## src/rtl/ifg_pkg.sv

```systemverilog
// Shared types for the inter-frame deferral timer.
// Assumes: a single clock domain; all users import this package.
package ifg_pkg;

    // Controller phases of the deferral timer.
    typedef enum logic [1:0] {
        ST_SAT   = 2'd0,   // gap satisfied, idle
        ST_GAP   = 2'd1,   // timing the inter-frame gap
        ST_GRANT = 2'd2,   // grant issued, waiting for transmission
        ST_ECHO  = 2'd3    // own transmission or its trailing carrier
    } ifg_state_e;

endpackage

```

## src/rtl/ifg_gap_counter.sv

```systemverilog
// Bit-time counter for the inter-frame gap.
// What it does: clears, loads one or increments on controller command, and
// reports whether the second part has been reached and whether the next
// counted bit completes the gap.
// Assumes: PART1_BITS < GAP_BITS; the commands are mutually exclusive.
module ifg_gap_counter #(
    parameter int GAP_BITS   = 96,
    parameter int PART1_BITS = 60,
    parameter int CNT_W      = $clog2(GAP_BITS + 1)
) (
    input  logic             clk,
    input  logic             rst_n,
    input  logic             clr,
    input  logic             load1,
    input  logic             inc,
    output logic [CNT_W-1:0] cnt,
    output logic             in_part2,
    output logic             at_last
);

    localparam logic [CNT_W-1:0] PART2_START = CNT_W'(PART1_BITS);
    localparam logic [CNT_W-1:0] LAST_VAL    = CNT_W'(GAP_BITS - 1);
    localparam logic [CNT_W-1:0] ONE_VAL     = CNT_W'(1);

    // Count update under controller command.
    always_ff @(posedge clk) begin
        if (!rst_n) begin
            cnt <= '0;
        end else if (clr) begin
            cnt <= '0;
        end else if (load1) begin
            cnt <= ONE_VAL;
        end else if (inc) begin
            cnt <= cnt + ONE_VAL;
        end
    end

    // Phase flags decoded from the count.
    always_comb begin
        in_part2 = (cnt >= PART2_START);
        at_last  = (cnt == LAST_VAL);
    end

endmodule

```

## src/rtl/ifg_blind_window.sv

```systemverilog
// Carrier-sense blinding window after the MAC's own transmission.
// What it does: once started, stays active until BLIND_BITS bit times,
// counting the start tick as the first, have elapsed. It is only
// re-entered by a fresh start.
// Assumes: start and stop are not asserted together.
module ifg_blind_window #(
    parameter int BLIND_BITS = 40,
    parameter int BW         = $clog2(BLIND_BITS + 1)
) (
    input  logic clk,
    input  logic rst_n,
    input  logic start,
    input  logic stop,
    input  logic tick,
    output logic active
);

    localparam logic [BW-1:0] END_VAL = BW'(BLIND_BITS);
    localparam logic [BW-1:0] ONE_VAL = BW'(1);

    logic [BW-1:0] bcnt;
    logic          run;

    // Window progress, counted in bit ticks.
    always_ff @(posedge clk) begin
        if (!rst_n) begin
            bcnt <= '0;
            run  <= 1'b0;
        end else if (stop) begin
            bcnt <= '0;
            run  <= 1'b0;
        end else if (start) begin
            bcnt <= ONE_VAL;
            run  <= 1'b1;
        end else if (tick && active) begin
            bcnt <= bcnt + ONE_VAL;
        end
    end

    // Active while running and short of the window length.
    always_comb begin
        active = run && (bcnt < END_VAL);
    end

endmodule

```

## src/rtl/ifg_defer_fsm.sv

```systemverilog
// Deferral controller.
// What it does: tracks the transmit/receive context, decides on each bit tick
// whether carrier restarts the gap, and issues the single-cycle grant.
// Assumes: bit_tick is a one-clock enable; tx_active has priority over all.
module ifg_defer_fsm
    import ifg_pkg::*;
(
    input  logic       clk,
    input  logic       rst_n,
    input  logic       bit_tick,
    input  logic       crs,
    input  logic       tx_active,
    input  logic       tx_req,
    input  logic       cfg_no_tx_2part,
    input  logic       in_part2,
    input  logic       at_last,
    input  logic       blind_active,
    output logic       cnt_clr,
    output logic       cnt_load1,
    output logic       cnt_inc,
    output logic       blind_start,
    output logic       blind_stop,
    output logic       tx_start,
    output ifg_state_e state,
    output logic       post_tx
);

    ifg_state_e state_d;
    logic       post_tx_d;
    logic       start_d;
    logic       crs_seen;

    // Carrier as seen by the deferral rule after masking.
    always_comb begin
        crs_seen = crs && !blind_active && !(post_tx && cfg_no_tx_2part);
    end

    // Next-state, counter and window commands.
    always_comb begin
        state_d     = state;
        post_tx_d   = post_tx;
        start_d     = 1'b0;
        cnt_clr     = 1'b0;
        cnt_load1   = 1'b0;
        cnt_inc     = 1'b0;
        blind_start = 1'b0;
        blind_stop  = 1'b0;
        if (tx_active) begin
            state_d    = ST_ECHO;
            post_tx_d  = 1'b0;
            cnt_clr    = 1'b1;
            blind_stop = 1'b1;
        end else begin
            unique case (state)
                ST_SAT: begin
                    if (tx_req) begin
                        start_d = 1'b1;
                        state_d = ST_GRANT;
                    end else if (bit_tick && crs) begin
                        state_d   = ST_GAP;
                        post_tx_d = 1'b0;
                        cnt_clr   = 1'b1;
                    end
                end
                ST_GRANT: begin
                    state_d = ST_GRANT;
                end
                ST_ECHO: begin
                    if (bit_tick && !crs) begin
                        state_d     = ST_GAP;
                        post_tx_d   = 1'b1;
                        cnt_load1   = 1'b1;
                        blind_start = 1'b1;
                    end
                end
                ST_GAP: begin
                    if (bit_tick) begin
                        if (crs_seen && !in_part2) begin
                            cnt_clr = 1'b1;
                        end else if (at_last) begin
                            cnt_clr = 1'b1;
                            start_d = tx_req;
                            state_d = tx_req ? ST_GRANT : ST_SAT;
                        end else begin
                            cnt_inc = 1'b1;
                        end
                    end
                end
                default: state_d = ST_SAT;
            endcase
        end
    end

    // State, context and grant registers.
    always_ff @(posedge clk) begin
        if (!rst_n) begin
            state    <= ST_SAT;
            post_tx  <= 1'b0;
            tx_start <= 1'b0;
        end else begin
            state    <= state_d;
            post_tx  <= post_tx_d;
            tx_start <= start_d;
        end
    end

endmodule

```

## src/rtl/ifg_defer_timer.sv

```systemverilog
// Two-part inter-frame deferral timer, top level.
// What it does: times a 96-bit gap split into a restartable first part and
// a fixed second part, blinds carrier after own transmissions, and grants
// transmission with a one-clock pulse.
// Assumes: BLIND_BITS < PART1_BITS < GAP_BITS; synchronous active-low reset.
module ifg_defer_timer
    import ifg_pkg::*;
#(
    parameter int GAP_BITS   = 96,
    parameter int PART1_BITS = 60,
    parameter int BLIND_BITS = 40
) (
    input  logic clk,
    input  logic rst_n,
    input  logic bit_tick,
    input  logic crs,
    input  logic tx_active,
    input  logic tx_req,
    input  logic cfg_no_tx_2part,
    output logic tx_start
);

    localparam int CNT_W = $clog2(GAP_BITS + 1);
    localparam int BW    = $clog2(BLIND_BITS + 1);

    logic [CNT_W-1:0] gap_cnt;
    logic             in_part2;
    logic             at_last;
    logic             blind_active;
    logic             cnt_clr;
    logic             cnt_load1;
    logic             cnt_inc;
    logic             blind_start;
    logic             blind_stop;
    logic             post_tx;
    ifg_state_e       fsm_state;

    ifg_gap_counter #(
        .GAP_BITS  (GAP_BITS),
        .PART1_BITS(PART1_BITS),
        .CNT_W     (CNT_W)
    ) u_gap (
        .clk     (clk),
        .rst_n   (rst_n),
        .clr     (cnt_clr),
        .load1   (cnt_load1),
        .inc     (cnt_inc),
        .cnt     (gap_cnt),
        .in_part2(in_part2),
        .at_last (at_last)
    );

    ifg_blind_window #(
        .BLIND_BITS(BLIND_BITS),
        .BW        (BW)
    ) u_blind (
        .clk   (clk),
        .rst_n (rst_n),
        .start (blind_start),
        .stop  (blind_stop),
        .tick  (bit_tick),
        .active(blind_active)
    );

    ifg_defer_fsm u_fsm (
        .clk            (clk),
        .rst_n          (rst_n),
        .bit_tick       (bit_tick),
        .crs            (crs),
        .tx_active      (tx_active),
        .tx_req         (tx_req),
        .cfg_no_tx_2part(cfg_no_tx_2part),
        .in_part2       (in_part2),
        .at_last        (at_last),
        .blind_active   (blind_active),
        .cnt_clr        (cnt_clr),
        .cnt_load1      (cnt_load1),
        .cnt_inc        (cnt_inc),
        .blind_start    (blind_start),
        .blind_stop     (blind_stop),
        .tx_start       (tx_start),
        .state          (fsm_state),
        .post_tx        (post_tx)
    );

endmodule

```

## config.mk

```make
export PLATFORM = sky130hd
export DESIGN_NAME = ifg_defer_timer
export DESIGN_NICKNAME = d
export VERILOG_FILES = /design/src/rtl/ifg_pkg.sv /design/src/rtl/ifg_gap_counter.sv /design/src/rtl/ifg_blind_window.sv /design/src/rtl/ifg_defer_fsm.sv /design/src/rtl/ifg_defer_timer.sv
export SDC_FILE = /design/constraint.sdc
export NUM_CORES = 1
export LEC_CHECK = 0
export ABC_CLOCK_PERIOD_IN_PS = 3200
export BUFFER_PORTS_ARGS = -buffer_cell sky130_fd_sc_hd__buf_4
export CAP_MARGIN = 15
export CORE_MARGIN = 1.5
export CORE_UTILIZATION = 55
export DETAILED_ROUTE_END_ITERATION = 8
export GPL_ROUTABILITY_DRIVEN = 0
export PLACE_DENSITY = 0.75
export SYNTH_ARGS = -nofsm -noshare
export SYNTH_HDL_FRONTEND = slang
export SYNTH_SLANG_ARGS = --single-unit
```

## constraint.sdc

```tcl
create_clock -name clk -period 3.2 [get_ports clk]
set_clock_uncertainty 0.15 [all_clocks]
set_input_delay 0.48 -clock clk [delete_from_list [all_inputs] [get_ports clk]]
set_output_delay 0.48 -clock clk [all_outputs]
set_load 0.03 [all_outputs]
```

# Word level (Yosys, flattened, before mapping)
# Cells that the tools add are included.
dict set report op_classes {
  add_sub_neg 2
  n_lt_le_gt_ge 2
  eq_ne 12
  muxes 38
  bitwise_logic 1
  reduce_logical 23
}
# cell n
set op_table {}
lappend op_table {{$mux W1} 26}
lappend op_table {{$mux W2} 8}
lappend op_table {{$ne A3 B3 Y1 const B} 3}
lappend op_table {{$logic_and A1 B1 Y1} 8}
lappend op_table {{$pmux W2 S4} 1}
lappend op_table {{$add A7 B1 Y7 const B} 1}
lappend op_table {{$eq A7 B7 Y1 const B} 1}
lappend op_table {{$ge A7 B6 Y1 const B} 1}
lappend op_table {{$add A6 B1 Y6 const B} 1}
lappend op_table {{$lt A6 B6 Y1 const B} 1}
lappend op_table {{$pmux W1 S2} 3}
lappend op_table {{$reduce_bool A2 Y1} 3}
lappend op_table {{$reduce_or A2 Y1} 3}
lappend op_table {{$reduce_or A3 Y1} 2}
lappend op_table {{$reduce_and A5 Y1} 1}
lappend op_table {{$eq A2 B2 Y1 const B} 2}
lappend op_table {{$logic_not A1 Y1} 4}
lappend op_table {{$ne A2 B1 Y1 const B} 2}
lappend op_table {{$ne A4 B3 Y1 const B} 1}
lappend op_table {{$reduce_and A4 Y1} 1}
lappend op_table {{$ne A3 B2 Y1 const B} 1}
lappend op_table {{$eq A2 B1 Y1 const B} 1}
lappend op_table {{$logic_not A2 Y1} 1}
lappend op_table {{$ne A2 B2 Y1 const B} 1}
lappend op_table {{$not A1 Y1} 1}
dict set report totals {
  reg_bits 18
  output_inout_bits 1
}

# Logic depth before layout (Yosys ltp)
dict set report logic_depth {
  depth_word 12
  depth_mapped 7
}

# By module
# A second synthesis with hierarchy kept.
dict set report hier_totals {
  hier_cells 113
  hier_area_um2 967.2
}
# mod n_inst cells_each area_each_um2
set by_module_without_submodules {}
lappend by_module_without_submodules {ifg_gap_counter 1 39 349.1}
lappend by_module_without_submodules {ifg_blind_window 1 39 339.1}
lappend by_module_without_submodules {ifg_defer_fsm 1 35 279.0}

# Worst setup path after synthesis
# No wires, ideal clock.
dict set report synth_timing {
  path_kind {reg-to-reg}
  start {register u_gap.cnt[0]}
  end {register u_gap.cnt[5]}
  setup_ns 0.070
  t_arrival_ns 1.734
  t_required_ns 2.980
  setup_slack_ns 1.245
  stages_incl_launch_ff 8
  path_buffers 1
  synth_period_minus_slack_ns 1.955
  path_cell_list {dfxtp_1 -> ha_1 -> nand3b_1 -> nor2_1 -> a2111o_1 -> buf_6 -> or4_4 -> a21oi_2}
}
dict set report synth_between {
  elab_chain_len 8
}
# item line
set synth_rtl {}
lappend synth_rtl {{start, declared} ifg_gap_counter.sv:16} ;# output logic [CNT_W-1:0] cnt,
lappend synth_rtl {{start signal, assigned} ifg_gap_counter.sv:34} ;# cnt <= cnt + ONE_VAL;
lappend synth_rtl {{$ge A7 B6 Y1} ifg_gap_counter.sv:40} ;# in_part2 = (cnt >= PART2_START);
lappend synth_rtl {{$logic_not A1 Y1} ifg_defer_fsm.sv:78} ;# if (crs_seen && !in_part2) begin
lappend synth_rtl {{$logic_and A1 B1 Y1} ifg_defer_fsm.sv:78}
lappend synth_rtl {{$mux W1} ifg_defer_fsm.sv:78}
lappend synth_rtl {{$mux W1} ifg_defer_fsm.sv:77} ;# if (bit_tick) begin
lappend synth_rtl {{$pmux W1 S2} ifg_defer_fsm.sv:54} ;# unique case (state)
lappend synth_rtl {{$mux W1} ifg_defer_fsm.sv:48} ;# if (tx_active) begin
lappend synth_rtl {{$reduce_or A3 Y1 (no source line)} --}
# Several ways; a longest one is shown, not always the timed one.
# A chain may end at the register's enable or synchronous reset.

# Worst setup path after layout
dict set report layout_timing {
  start {register u_gap.cnt[1]}
  end {register u_gap.cnt[5]}
}
# Same word-level chain as after synthesis.

==> impl_metrics.csv <==
group,metric,value,unit
outcome,status,"finished clean",
worst_setup_path,worstSetupPathType,"reg2reg",
timing,post-route-min-period,2.14,ns
worst_setup_path,timing.rr.start,"u_gap.cnt[1]",
synth,yosys.area.top_type,"dfxtp_1",
timing,rsz0062_at_grt,"no",
synth,yosysWarningCount,0,
cts,clk_latency,0.30,ns
synth,synth_edf_count,0,
job,drv_cap,0,
timing,hold_viol,0,
synth,syn_nets,110,
worst_setup_path,critPathLaunchType,"register",
synth,yosysTopAreaCellShare,40.9,%
cts,cts_resized,0,
timing,period_share,66.8,%
final_layout,final_nets,121,
synth,netlist_area,882,sq um
cts,ctsHoldBuffers,0,
power_and_ir_drop,p_per_area,407,nW/um^2
floorplanning,start_util,58.6,%
timing,final.setup.tns,0,ns
cts,cts_setup_buffers,0,
route,firstDrtPassIters,4,
cts,cts_max_path_buffers,2,
floorplanning,die_width,43.0,microns
route,vias_per_cell,5.82,
floorplanning,io_pins,8,
worst_hold_path,hp-start,"rst_n",
worst_hold_path,hold_class,"in2reg",
final_layout,antennaDiodeCount,0,
power_and_ir_drop,leakage,0.343,nW
final_layout,postLayoutCoreUtil,65.3,%
global_routing,antenna_found_initial,0,
worst_setup_path,crit_path_start,"u_gap.cnt[1]",
timing,max_slew.worst_pin.slew,0.760,ns
final_layout,mostFrequentLayoutCells,"dfxtp_1 (18), nor2_1 (16), buf_4 (8), a21oi_1 (6), nand2_1 (5)",
synth,synthFlopType,"dfxtp_1",
synth,synth_area_leaders,"dfxtp_1 (41%), nor2_1 (6.8%), ha_1 (4.3%), xor2_1 (4.0%), a21oi_1 (3.4%)",
route,finalWirelength,1.62,mm
global_routing,grt_max_degree,11,
route,ant_nets,0,
route,wl_per_cell,12.8,microns
cts,cts-root-buf,"clkbuf_4",
synth,synth_cell_type_count,33,
final_layout,fin_cells,126,
route,drt_iter0_markers,13,
placement,place_hpwl,1.22,mm
cts,clock-sinks,18,
power_and_ir_drop,ir_drop,0.313,mV
worst_setup_path,crit_required,3.28,ns
placement,placedCellCount,122,
worst_setup_path,cp_max_fo,10,
cts,clk_pin_slew,0.11,ns
global_routing,grt_pass1_vias,632,
cts,tritoncts,"done",
synth,synth_seq_cells,18,
timing,setup_violations,0,
final_layout,finalInstanceArea,983,sq um
global_routing,grt-ovfl-total,0,
global_routing,grtUsageTotal,20.4,%
placement,placed_area,947,sq um
route,vias,733,
floorplanning,core_area,1510,sq um
cts,numCtsBuffers,3,
worst_setup_path,cp-end-kind,"register",
worst_setup_path,worstPathArrival,2.22,ns
synth,ys_seq_area_share,40.9,%
floorplanning,die_y,43.0,microns
timing,fmaxAchievable,467,MHz
synth,avgSynthCellArea,8.82,sq um
synth,async_flop_share,0,%
route,drc,0,
floorplanning,die_area,1850,sq um
power_and_ir_drop,power,400,uW
synth,syn_inst,100,
timing,drv_slew,0,
placement,io_buffers,7,
timing,max_slew_margin,48.8,%
global_routing,grt_pass1_wl,2.77,mm
final_layout,drive_gt1_share,17.3,%
floorplanning,rows,14,
final_layout,layout_commonest_cell,"dfxtp_1",
cts,htree_levels,1,
final_layout,area_growth,11.5,%
==> worst paths after layout <==
check | endpoint | slack, ns | cells after the start
min | u_fsm.state[1] | 0.25 | 2
max reg2reg | u_gap.cnt[5] | 1.06 | 6
max | u_gap.cnt[5] | 1.06 | 6
min reg2reg | u_fsm.post_tx | 0.36 | 2
==> metrics by stage <==
stage | hold WS (ns) | setup slack [ns]
floorplan | 0.321 | 1.25
global placement | 0.347 | 1.07
detailed placement | 0.349 | 1.04
CTS | 0.242 | 1.08
global route | 0.235 | 0.897
finish | 0.246 | 1.06
==> flip-flops by register name (all words and copies together), names as in the netlist <==
signal / cells
u_fsm.tx_start: 1
u_gap.cnt: 7
u_blind.run: 1
u_fsm.state: 2
u_blind.bcnt: 6
u_fsm.post_tx: 1
==> synthesized netlist by cell type (all sizes together), types with 2 or more instances <==
cell type / instances
nand4: 3
o21ai: 5
or3: 3
nand2b: 4
xnor2: 2
mux2i: 2
nor3: 3
nand3b: 2
a21oi: 7
ha: 3
o31ai: 2
nand3: 3
dfxtp: 18
xor2: 4
inv: 4
nand2: 5
nor2: 16
==> metal layers <==
layer / global-route usage [%] / routed length [microns] / vias up
li1: - / - / 379
met2: 29.1 / 735 / 12
met3: 5.11 / 61 / 5
met5: 0 / 0 / -
met4: 10.9 / 36 / 0
met1: 27.9 / 783 / 337
==> critical path: stages, from the launching register on <==
cell	delay, ns
dfxtp_1	0.37
ha_1	0.23
nand3b_1	0.14
nor2_1	0.08
a2111o_1	0.44
or4_4	0.52
a21oi_2	0.13
==> report_power, final <==
| part | switching [mW] | leakage, nW | internal (mW) |
|---|---|---|---|
| clock network | 0.0718 | 0.0210 | 0.0694 |
| registers | 0.00390 | 0.146 | 0.227 |
| logic | 0.0153 | 0.177 | 0.0130 |
| total | 0.0910 | 0.343 | 0.309 |
==> cell type report <==
cell class / count / area [sq um]
fillers: 133 / 523
well taps: 16 / 20.0
flip-flops and latches: 18 / 360
repair buffers: 8 / 60.1
inverters: 4 / 15.0
multi-input cells: 76 / 492
clock buffers: 4 / 36.3
==> cell families (layout without fill, tap and decap cells) <==
group / Yosys count / in the layout / share of synthesized area, %
multiplexers: 2 / 2 / 2.27
AND/OR/NAND/NOR: 44 / 44 / 26.1
flip-flops: 18 / 18 / 40.9
XOR/XNOR: 6 / 6 / 5.96
buffers and inverters: 6 / 16 / 3.40
AO/OA/AOI/OAI: 21 / 21 / 17.2
adder cells (fa/ha/maj): 3 / 3 / 4.26
Note: power is estimated with default switching activity, not from simulation.
